--- config.mk ---
export PLATFORM = sky130hd
export DESIGN_NAME = twi_mem_slave
export DESIGN_NICKNAME = d
export VERILOG_FILES = /design/src/rtl/twi_mem_pkg.sv /design/src/rtl/twi_mem_ctrl.sv /design/src/rtl/twi_mem_data.sv /design/src/rtl/twi_mem_slave.sv
export SDC_FILE = /design/constraint.sdc
export NUM_CORES = 2
export LEC_CHECK = 0
export ABC_AREA = 1
export BUFFER_PORTS_ARGS = -buffer_cell sky130_fd_sc_hd__buf_4
export CAP_MARGIN = 20
export CORE_UTILIZATION = 50
export DETAILED_ROUTE_END_ITERATION = 8
export PLACE_DENSITY = 0.65
export SYNTH_ARGS = -nofsm -noshare
export SYNTH_HDL_FRONTEND = slang
export SYNTH_SLANG_ARGS = --single-unit
--- constraint.sdc ---
create_clock -name clk -period 23.5 [get_ports clk]
set_input_delay 1.175 -clock clk [delete_from_list [all_inputs] [get_ports clk]]
set_output_delay 1.175 -clock clk [all_outputs]
set_load 0.05 [all_outputs]
--- src/rtl/twi_mem_pkg.sv ---
package twi_mem_pkg;
  localparam int BYTE_W   = 8;
  localparam int PAGE_W   = 1;
  localparam int ADDR_W   = BYTE_W + PAGE_W;
  localparam int DEPTH    = 1 << ADDR_W;
  localparam int CNT_W    = $clog2(BYTE_W);
  localparam int SYNC_LEN = 2;
  localparam logic [3:0] DEV_TYPE = 4'b1010;

  typedef enum logic [3:0] {
    ST_IDLE, ST_DEV, ST_WORD, ST_WDATA, ST_ACK, ST_ACKHOLD,
    ST_RDATA, ST_MACK, ST_RNEXT, ST_IGNORE
  } busState_t;

  typedef enum logic [1:0] {
    NX_WORD, NX_WDATA, NX_READ
  } nextPhase_t;

  typedef struct packed {
    logic shiftIn;
    logic devLoad;
    logic wordLoad;
    logic memWrite;
    logic addrInc;
    logic txLoad;
    logic txShift;
  } dpStrobe_t;
endpackage

--- src/rtl/twi_mem_ctrl.sv ---
module twi_mem_ctrl
  import twi_mem_pkg::*;
(
  input  logic       clk,
  input  logic       rstN,
  input  logic       sclIn,
  input  logic       sdaIn,
  input  logic       wpIn,
  input  logic [1:0] selPins,
  input  logic [5:0] devId,
  input  logic       rwBit,
  input  logic       txNext,
  input  logic       memRdMsb,
  output dpStrobe_t  strb,
  output logic       sdaBit,
  output logic       pullLow
);
  logic [SYNC_LEN-1:0] sclPipe, sdaPipe;
  logic sclS, sdaS, sclD, sdaD;
  logic sclRise, sclFall, startDet, stopDet;
  busState_t  state;
  nextPhase_t nextPhase;
  logic [CNT_W-1:0] bitCnt;
  logic lastBit, devMatch;

  // two-flop synchronizers plus one delay stage for edge detection
  always_ff @(posedge clk or negedge rstN) begin
    if (!rstN) begin
      sclPipe <= '1;
      sdaPipe <= '1;
      sclD    <= 1'b1;
      sdaD    <= 1'b1;
    end else begin
      sclPipe <= {sclPipe[SYNC_LEN-2:0], sclIn};
      sdaPipe <= {sdaPipe[SYNC_LEN-2:0], sdaIn};
      sclD    <= sclS;
      sdaD    <= sdaS;
    end
  end

  assign sclS     = sclPipe[SYNC_LEN-1];
  assign sdaS     = sdaPipe[SYNC_LEN-1];
  assign sdaBit   = sdaS;
  assign sclRise  = sclS & ~sclD;
  assign sclFall  = ~sclS & sclD;
  assign startDet = sclS & sclD & sdaD & ~sdaS;
  assign stopDet  = sclS & sclD & ~sdaD & sdaS;
  assign lastBit  = (bitCnt == CNT_W'(BYTE_W - 1));
  assign devMatch = (devId[5:2] == DEV_TYPE) && (devId[1:0] == selPins);

  always_comb begin
    strb = '0;
    if (!startDet && !stopDet) begin
      case (state)
        ST_DEV, ST_WORD, ST_WDATA: begin
          if (sclRise) begin
            strb.shiftIn = 1'b1;
            if (lastBit) begin
              strb.devLoad  = (state == ST_DEV) && devMatch;
              strb.wordLoad = (state == ST_WORD);
              strb.memWrite = (state == ST_WDATA) && !wpIn;
            end
          end
        end
        ST_RDATA: begin
          strb.addrInc = sclRise && lastBit;
          strb.txShift = sclFall;
        end
        ST_ACKHOLD: strb.txLoad = sclFall && (nextPhase == NX_READ);
        ST_RNEXT:   strb.txLoad = sclFall;
        default: ;
      endcase
    end
  end

  always_ff @(posedge clk or negedge rstN) begin
    if (!rstN) begin
      state     <= ST_IDLE;
      nextPhase <= NX_WORD;
      bitCnt    <= '0;
      pullLow   <= 1'b0;
    end else if (startDet) begin
      state   <= ST_DEV;
      bitCnt  <= '0;
      pullLow <= 1'b0;
    end else if (stopDet) begin
      state   <= ST_IDLE;
      pullLow <= 1'b0;
    end else begin
      case (state)
        ST_DEV: if (sclRise) begin
          bitCnt <= bitCnt + 1'b1;
          if (lastBit) begin
            state     <= devMatch ? ST_ACK : ST_IGNORE;
            nextPhase <= rwBit ? NX_READ : NX_WORD;
          end
        end
        ST_WORD: if (sclRise) begin
          bitCnt <= bitCnt + 1'b1;
          if (lastBit) begin
            state     <= ST_ACK;
            nextPhase <= NX_WDATA;
          end
        end
        ST_WDATA: if (sclRise) begin
          bitCnt <= bitCnt + 1'b1;
          if (lastBit) state <= wpIn ? ST_IGNORE : ST_ACK;
        end
        ST_ACK: if (sclFall) begin
          pullLow <= 1'b1;
          state   <= ST_ACKHOLD;
        end
        ST_ACKHOLD: if (sclFall) begin
          bitCnt <= '0;
          if (nextPhase == NX_READ) begin
            pullLow <= ~memRdMsb;
            state   <= ST_RDATA;
          end else begin
            pullLow <= 1'b0;
            state   <= (nextPhase == NX_WORD) ? ST_WORD : ST_WDATA;
          end
        end
        ST_RDATA: begin
          if (sclRise) begin
            bitCnt <= bitCnt + 1'b1;
            if (lastBit) state <= ST_MACK;
          end
          if (sclFall) pullLow <= ~txNext;
        end
        ST_MACK: begin
          if (sclFall) pullLow <= 1'b0;
          if (sclRise) state <= sdaS ? ST_IGNORE : ST_RNEXT;
        end
        ST_RNEXT: if (sclFall) begin
          bitCnt  <= '0;
          pullLow <= ~memRdMsb;
          state   <= ST_RDATA;
        end
        default: ;
      endcase
    end
  end

  // own drive changes only after a falling clock edge or a bus condition
  a_r10_drive_after_fall: assert property (@(posedge clk) disable iff (!rstN)
    (pullLow != $past(pullLow)) |-> ($past(sclFall) || $past(startDet) || $past(stopDet)));

  // a stop always leaves the line released
  a_r8_stop_releases: assert property (@(posedge clk) disable iff (!rstN)
    stopDet |=> !pullLow);

  // while ignoring the bus the line is never pulled
  a_r2_ignore_quiet: assert property (@(posedge clk) disable iff (!rstN)
    (state == ST_IGNORE) |-> !pullLow);

  // a start returns the sequencer to select-byte reception
  a_r9_start_restarts: assert property (@(posedge clk) disable iff (!rstN)
    startDet |=> (state == ST_DEV) && (bitCnt == '0));
endmodule

--- src/rtl/twi_mem_data.sv ---
module twi_mem_data
  import twi_mem_pkg::*;
(
  input  logic              clk,
  input  logic              rstN,
  input  dpStrobe_t         strb,
  input  logic              sdaBit,
  output logic [BYTE_W-1:0] rxByte,
  output logic              txNext,
  output logic              memRdMsb
);
  logic [BYTE_W-1:0] rxReg;
  logic [BYTE_W-2:0] txReg;
  logic [ADDR_W-1:0] addr;
  logic [BYTE_W-1:0] memArr [DEPTH];
  logic [BYTE_W-1:0] memRd;

  assign rxByte   = {rxReg[BYTE_W-2:0], sdaBit};
  assign memRd    = memArr[addr];
  assign memRdMsb = memRd[BYTE_W-1];
  assign txNext   = txReg[BYTE_W-2];

  always_ff @(posedge clk or negedge rstN) begin
    if (!rstN) begin
      rxReg <= '0;
      txReg <= '0;
      addr  <= '0;
    end else begin
      if (strb.shiftIn) rxReg <= rxByte;
      if (strb.devLoad) addr[ADDR_W-1] <= rxByte[1];
      if (strb.wordLoad) addr[BYTE_W-1:0] <= rxByte;
      if (strb.memWrite || strb.addrInc) addr <= addr + ADDR_W'(1);
      if (strb.txLoad) txReg <= memRd[BYTE_W-2:0];
      else if (strb.txShift) txReg <= {txReg[BYTE_W-3:0], 1'b0};
    end
  end

  always_ff @(posedge clk) begin
    if (strb.memWrite) memArr[addr] <= rxByte;
  end

  // the latch rolls over from the top location to zero
  a_r5_addr_wrap: assert property (@(posedge clk) disable iff (!rstN)
    ((strb.memWrite || strb.addrInc) && (addr == '1)) |=> (addr == '0));

  // address and load strobes never overlap
  a_r1_single_load: assert property (@(posedge clk) disable iff (!rstN)
    $onehot0({strb.wordLoad, strb.memWrite, strb.addrInc}));
endmodule

--- src/rtl/twi_mem_slave.sv ---
module twi_mem_slave
  import twi_mem_pkg::*;
(
  input  logic       clk,
  input  logic       rstN,
  input  logic       sclIn,
  input  logic       sdaIn,
  input  logic       wpIn,
  input  logic [1:0] selPins,
  output logic       sdaPullLow
);
  dpStrobe_t         strb;
  logic              sdaBit, txNext, memRdMsb;
  logic [BYTE_W-1:0] rxByte;

  twi_mem_ctrl ctrl_i (
    .clk(clk), .rstN(rstN), .sclIn(sclIn), .sdaIn(sdaIn), .wpIn(wpIn),
    .selPins(selPins), .devId(rxByte[7:2]), .rwBit(rxByte[0]),
    .txNext(txNext), .memRdMsb(memRdMsb), .strb(strb),
    .sdaBit(sdaBit), .pullLow(sdaPullLow)
  );

  twi_mem_data data_i (
    .clk(clk), .rstN(rstN), .strb(strb), .sdaBit(sdaBit),
    .rxByte(rxByte), .txNext(txNext), .memRdMsb(memRdMsb)
  );

  // a protected write never reaches the array
  a_r7_wp_blocks_write: assert property (@(posedge clk) disable iff (!rstN)
    strb.memWrite |-> !wpIn);
endmodule

# After elaboration in Yosys (flattened, before gate mapping)
# Memories as Yosys holds them, arrays and structs flattened.
# Cells that the tools add are included.
# W data, S select, Z words.
totals:
  memories: 1
  regBits: 39
  mem_bits_rw: 4096
  output_inout_bits: 1
  in_bits: 7
  word_cells: 142
op_classes:
  n_addsub: 2
  bitwise: 15
  n_reduce_logical: 25
  mux: 54
  n_eq_ne: 33
memory_table:
  columns: ["memory", "words", "word_bits", "read_ports", "rd_clocked_by_memory_dff", "write_ports", "line_no", "source"]
  rows:
  - ["data_i.memArr", 512, 8, 1, 0, 1, "twi_mem_data.sv:15", "logic [BYTE_W-1:0] memArr [DEPTH];"]
op_table:
  columns: ["operator", "count"]
  rows:
  - ["$mux W4", 19]
  - ["$ne A4 B1 Y1 const B", 14]
  - ["$pmux W4 S8", 1]
  - ["$mux W7", 3]
  - ["$eq A4 B3 Y1 const B", 4]
  - ["$mux W1", 15]
  - ["$mux W3", 5]
  - ["$reduce_and A13 Y1", 1]
  - ["$mux W2", 5]
  - ["$ne A2 B1 Y1 const B", 5]
  - ["$reduce_bool A10 Y1", 1]
  - ["$add A9 B1 Y9 const B", 1]
  - ["$mux W9", 1]
  - ["$eq A4 B2 Y1 const B", 2]
  - ["$eq A4 B4 Y1 const B", 2]
  - ["$mux W8", 1]
  - ["$not A1 Y1", 8]
  - ["$reduce_bool A2 Y1", 4]
  - ["$and A1 B1 Y1", 7]
  - ["$reduce_and A7 Y1", 1]
  - ["$reduce_bool A7 Y1", 1]
  - ["$logic_and A1 B1 Y1", 6]
  - ["$ne A3 B1 Y1 const B", 2]
  - ["$pmux W3 S2", 1]
  - ["other kinds (17)", 19]

# Longest topological paths before layout
logic_depth:
  ltp_word: 9
  ltp_mapped: 21
  depth_no_buf: 17

# By module
# From an unflattened synthesis, not the netlist that was laid out.
hier_totals:
  hier_cells: 15159
  area_unflattened_um2: 169465.0
modules_own_cells:
  columns: ["mod", "seq_area_each_um2", "area_per_inst_um2", "instances", "cells_each"]
  rows:
  - ["twi_mem_data", 123573.5, 168311.4, 1, 14986]
  - ["twi_mem_ctrl", 407.9, 1153.6, 1, 173]

# Worst setup path after synthesis
# Ideal clock, no wire load.
synth_path:
  kind: "register -> register"
  from: "register data_i.rxReg[5]"
  to: "register ctrl_i.state[0]"
  required_ns: 23.384
  period_less_slack_ns: 7.596
  t_arrival_ns: 7.481
  path_buffers: 0
  path_stages_with_launch: 7
  path_slack_ns: 15.904
  cell_sequence: "dfrtp_1 > inv_1 > nand4_1 > nor3_1 > nand3_1 > nand2_1 > o311ai_0"
synth_via:
  elab_chain_cells: 8
synth_rtl:
  columns: ["item", "line_no", "source"]
  rows:
  - ["start: declaration", "twi_mem_data.sv:12", "logic [BYTE_W-1:0] rxReg;"]
  - ["start signal: assignment", "twi_mem_data.sv:29", "if (strb.shiftIn) rxReg <= rxByte;"]
  - ["$eq A4 B4 Y1", "twi_mem_ctrl.sv:49", "assign devMatch = (devId[5:2] == DEV_TYPE) && (devId[1:0] == selPins);"]
  - ["$logic_and A1 B1 Y1", "twi_mem_ctrl.sv:49", null]
  - ["$mux W4", "twi_mem_ctrl.sv:94", "state <= devMatch ? ST_ACK : ST_IGNORE;"]
  - ["$mux W4", "twi_mem_ctrl.sv:93", "if (lastBit) begin"]
  - ["$mux W4", "twi_mem_ctrl.sv:91", "ST_DEV: if (sclRise) begin"]
  - ["$pmux W4 S8", "twi_mem_ctrl.sv:90", "case (state)"]
  - ["$mux W4", "twi_mem_ctrl.sv:86", "end else if (stopDet) begin"]
  - ["$mux W4", "twi_mem_ctrl.sv:82", "end else if (startDet) begin"]
  - ["end signal: assignment", "twi_mem_ctrl.sv:94", null]
  - ["end signal: assignment", "twi_mem_ctrl.sv:107", "if (lastBit) state <= wpIn ? ST_IGNORE : ST_ACK;"]
  - ["end signal: assignment", "twi_mem_ctrl.sv:120", "state <= (nextPhase == NX_WORD) ? ST_WORD : ST_WDATA;"]
  - ["end: declaration", "twi_mem_ctrl.sv:21", "busState_t state;"]
# Every way passes these cells. The select of a mux whose other input is x is not followed.
# A chain may end at the register's enable or synchronous reset.

# Final worst setup path
layout_path:
  from: "register data_i.addr[1]"
  to: "register data_i.txReg[0]"
layout_via:
  elab_chain_cells: 2
layout_rtl:
  columns: ["item", "line_no", "source"]
  rows:
  - ["start: declaration", "twi_mem_data.sv:14", "logic [ADDR_W-1:0] addr;"]
  - ["start signal: indexed assignment", "twi_mem_data.sv:30", "if (strb.devLoad) addr[ADDR_W-1] <= rxByte[1];"]
  - ["start signal: indexed assignment", "twi_mem_data.sv:31", "if (strb.wordLoad) addr[BYTE_W-1:0] <= rxByte;"]
  - ["start signal: assignment", "twi_mem_data.sv:32", "if (strb.memWrite || strb.addrInc) addr <= addr + ADDR_W'(1);"]
  - ["$mem_v2 Z512 W8", null, null]
  - ["$mux W7", "twi_mem_data.sv:33", "if (strb.txLoad) txReg <= memRd[BYTE_W-2:0];"]
  - ["end signal: assignment", "twi_mem_data.sv:33", null]
  - ["end signal: assignment", "twi_mem_data.sv:34", "else if (strb.txShift) txReg <= {txReg[BYTE_W-3:0], 1'b0};"]
  - ["end: declaration", "twi_mem_data.sv:13", "logic [BYTE_W-2:0] txReg;"]
# Every way passes these cells.

==> summary by stage <==
Routing
After the first detailed-routing iteration, the DRC count stood at 13.8k. The met1 layer wirelength in the final routing is 188000 um. The detailed router placed roughly 110k vias in this run. The routed design has approximately 460000 um of wire. The length of the first detailed-routing pass in iterations is 8.

Using the TritonRoute via totals, the vias-per-cell ratio works out to 5.81. Wire segments on met2 add up to 210000 um in the final route. The detailed route wirelength on metal3 is 43000 um. The average detailed-routed wire length per instance is 24.3 um.

In the routed design, unresolved DRC markers number 0. The count of nets left with antenna violations once routing finished came out at 0. In this run the top signal layer used is met5.

Logic synthesis
The number of distinct library cells after synthesis is 35. For this run, the register share of the synthesized area comes to 0.740. The average cell area after synthesis is roughly 12 um^2.

By area the synthesized netlist is led by edfxtp_1, nor2_1, o21ai_0. The most used flip-flop cell after synthesis is edfxtp_1. The synthesized flop and latch total is 4135. The cell count after synthesis came out at approximately 14k. After synthesis, the share of flip-flops with an asynchronous set or reset is 0.00943. Summed over all instances, the cell type with the most area after synthesis is edfxtp_1. Counting every net in the synthesized netlist gives about 14k. The number of synthesized flops with an enable pin is 4096. Of the post-synthesis cell area, the dominant cell type holds 0.734. The area of the mapped netlist is 168000 um^2. The Yosys step of the flow raised 0 warnings.

Job
The tool flagged a number of max-cap violations equal to 0.

Power and ir drop
The analysis attributes to cell leakage a power of 63.3 nW. Power spread over the standard cell area amounts to approximately 92 nW/um^2. The largest vdd supply drop is 0.0859 mV. Overall power consumption after layout is estimated at 16.9 mW.

Clock network
At the later pin of the worst-skew pair, clock insertion delay measures 0.97 ns. After clock tree synthesis, the repair step resized 0 gates. Counting every sink on the clock net gives 4135. TritonCTS built the clock tree. The number of setup buffers added after CTS is 0. In this run the deepest clock path goes through 4 buffers.

The number of buffers inserted by hold repair at cts is 0. Clock-pin slew was measured on the worst setup and hold paths at 0.06 ns. The total clock buffers created by CTS is between 400 and 500. The maximum level of the CTS H-tree is 5. The root buffer cell is clkbuf_16.

Timing
The largest clock skew in the final design is 0.0546 ns. Setup violations remaining at the end of the flow were counted as 0. The number of max-slew violations in the final report is 0.

Setup repair after global routing left no endpoint under its margin. The minimum hold slack is 0.284 ns. The worst setup margin is 16.78 ns. The routed design could run at a clock period as short as 6.72 ns.

The post-route fraction of the period consumed by the critical path is 0.286. For the pin with the worst max-slew slack, the measured transition is about 1.5 ns. Static timing analysis puts the maximum clock frequency at 149 MHz.

The final hold violation count came to 0. The worst max-slew margin expressed relative to the limit is 0.0309. After routing, the total negative slack on setup checks comes to 0 ns.

Floorplanning
The width of the die is between 500 and 600 um. In this run the count of I/O pins placed on the die edge is 8. The initial utilization of the core area, before any placement, comes to 0.502. The floorplan step defined a die boundary enclosing ~340000 um^2. In this run the core area contains 212 standard-cell rows. The floorplan step set the die height to 581 um. The core region is approximately 330000 um^2.

Setup path
STA puts the critical path data arrival time at approximately 7.6 ns. The kind of cell adding the most delay to the critical path is buffers and inverters. The most frequent cell on the critical path is nand2_1. The element type at the critical path start is a flop. Counting both buffers and inverters, the worst setup path holds a total of 6. STA classifies the critical path endpoint as a flop. STA puts the critical path data required time at approximately 24 ns.

The startpoint-to-endpoint class of the critical path is reg -> reg. For this design, the slowest cell found on the critical path is buf_4. In this run the worst path has a maximum fanout of 114. The delay of the slowest cell on the worst path is 0.77 ns. Walking the worst path, the cells encountered are inv_8 > buf_4 > buf_12 > buf_12 > buf_4 > buf_4 > nor2_1 > o21ai_0 > nand2_1 > nand2_1 > nand2_1 > nor2_1 > nor2_1 > nor2_1 > nand2_1 > nand2_1 > nand2_1 > nor2_1 > nand3_1 > nand2_1 > nand2_1.

Layout
In the final layout, flip-flops and latches occupy ~120000 um^2. The final net count is approximately 14k. The library cells used most frequently in the layout, excluding fill and tap cells, are edfxtp_1, nor2_1, nand2_1. The area of combinational cells with multiple inputs is 38700 um^2. The commonest non-fill, non-tap cell in the layout is edfxtp_1. After filler insertion, the fill cell instance count of the layout stands at 27.3k. With fillers left out, the area of the finished cells amounts to 184000 um^2.

The final non-filler cell total is between 15k and 20k. Measured on the finished design, the core utilization comes to 0.552. The share of cells above drive strength 1 is 0.0551. The growth of design area from synthesis to finish is 9.86%.

Placement
The number of buffers added on ports is 7. The count of placed standard cells including taps is 18.1k. The routability-driven placement congestion ratio is about 0.86. Prior to clock tree synthesis, the placed netlist has a worst setup slack of 16.91 ns.

Once placement finished, the instance area stood at around 170000 um^2. The final HPWL from detailed placement is 249000 um.

Hold path
The path type of the worst min-delay path is in -> async.

GRT
The first global-routing pass estimated ~680000 um of wire. The total routing resource utilization after global routing is 0.266. The overall overflow remaining after global route is 0. Entering global routing, the biggest net connects 220 pins. The via count of the first global-routing pass was 102k.

The number of antenna violations at the first check in global routing is 13.

Run status
The flow ran to the end, and the final reports show no timing, DRC or antenna violations.
worst register-to-register path, stage by stage, from the launching register on:
cell and delay, ns:
dfrtp_4 0.65, inv_8 0.55, buf_4 0.79, buf_12 0.47, buf_12 0.65, buf_4 0.76, buf_4 0.73, nor2_1 0.18
o21ai_0 0.12, nand2_1 0.09, nand2_1 0.07, nand2_1 0.06, nor2_1 0.20, nor2_1 0.07, nor2_1 0.23, nand2_1 0.14
nand2_1 0.11, nand2_1 0.08, nor2_1 0.38, nand3_1 0.12, nand2_1 0.09, nand2_1 0.06
where the power goes:
part           switching [mW]  internal (mW)  total, mW
registers               0.120           8.81       8.93
logic                    1.23          0.223       1.46
clock network            2.82           3.72       6.54
total                    4.17           12.7       16.9
final timing paths:
kind	slack, ns	depth (start not counted)	from	to
worst max-delay path	16.78	21	data_i.addr[1]$_DFFE_PN0P_	data_i.txReg[0]$_DFFE_PN0P_
worst min-delay path	0.28	1	rstN	data_i.rxReg[0]$_DFFE_PN0P_
worst max register to register	16.78	21	data_i.addr[1]$_DFFE_PN0P_	data_i.txReg[0]$_DFFE_PN0P_
worst min register to register	0.36	0	ctrl_i.sdaPipe[0]$_DFF_PN1_	ctrl_i.sdaPipe[1]$_DFF_PN1_
max in group asynchronous	22.64	1	rstN	data_i.addr[1]$_DFFE_PN0P_
min in group clk	0.31	1	sdaIn	ctrl_i.sdaPipe[0]$_DFF_PN1_
cells in the mapped netlist (all sizes together), types with 2 or more instances:
master and instances:
o211ai 12, nor2 3716, dfrtp 33, edfxtp 4096, o22ai 337, nand3 98
ha 6, o21ai 2353, nand2 2500, buf 443, a21oi 12, a31oi 2
xor2 5, clkbuf 464, dfstp 6, nor3 7, o221ai 7, o311ai 2
nand4 59, inv 230, clkinv 7
final cells by class:
class	instances	share of cell area
inverter	237	0.00500
sequential	4135	0.674
multi-input combinational	9122	0.210
antenna	3	0.0000408
tap	4387	0.0298
clock inverter	245	0.0121
clock buffer	530	0.0602
timing repair buffer	181	0.00867
per-layer routing:
layer	vias up	GRT usage
met5	-	0
met4	4	0.0977
met3	827	0.0385
met2	5334	0.409
met1	53700	0.387
li1	49500	-
state kept, by name (all words and copies together) (netlist names):
signal            flops
ctrl_i.bitCnt         3
ctrl_i.nextPhase      2
ctrl_i.pullLow        1
ctrl_i.sclD           1
ctrl_i.sclPipe        2
ctrl_i.sdaD           1
ctrl_i.sdaPipe        2
ctrl_i.state          4
data_i.addr           9
data_i.memArr      4096
data_i.rxReg          7
data_i.txReg          7
cell families after synthesis:
| kind of cell | count (synthesis) | synth area share |
|---|---|---|
| adders and majority gates | 6 | 0.000448 |
| DFF | 4135 | 0.740 |
| and+or+nand+nor | 6381 | 0.145 |
| AOI/OAI and AO/OA | 2730 | 0.0846 |
| xor gates and xnor gates | 5 | 0.000261 |
| buffers and inverters | 1144 | 0.0300 |
(Power assumes the default switching activity.)
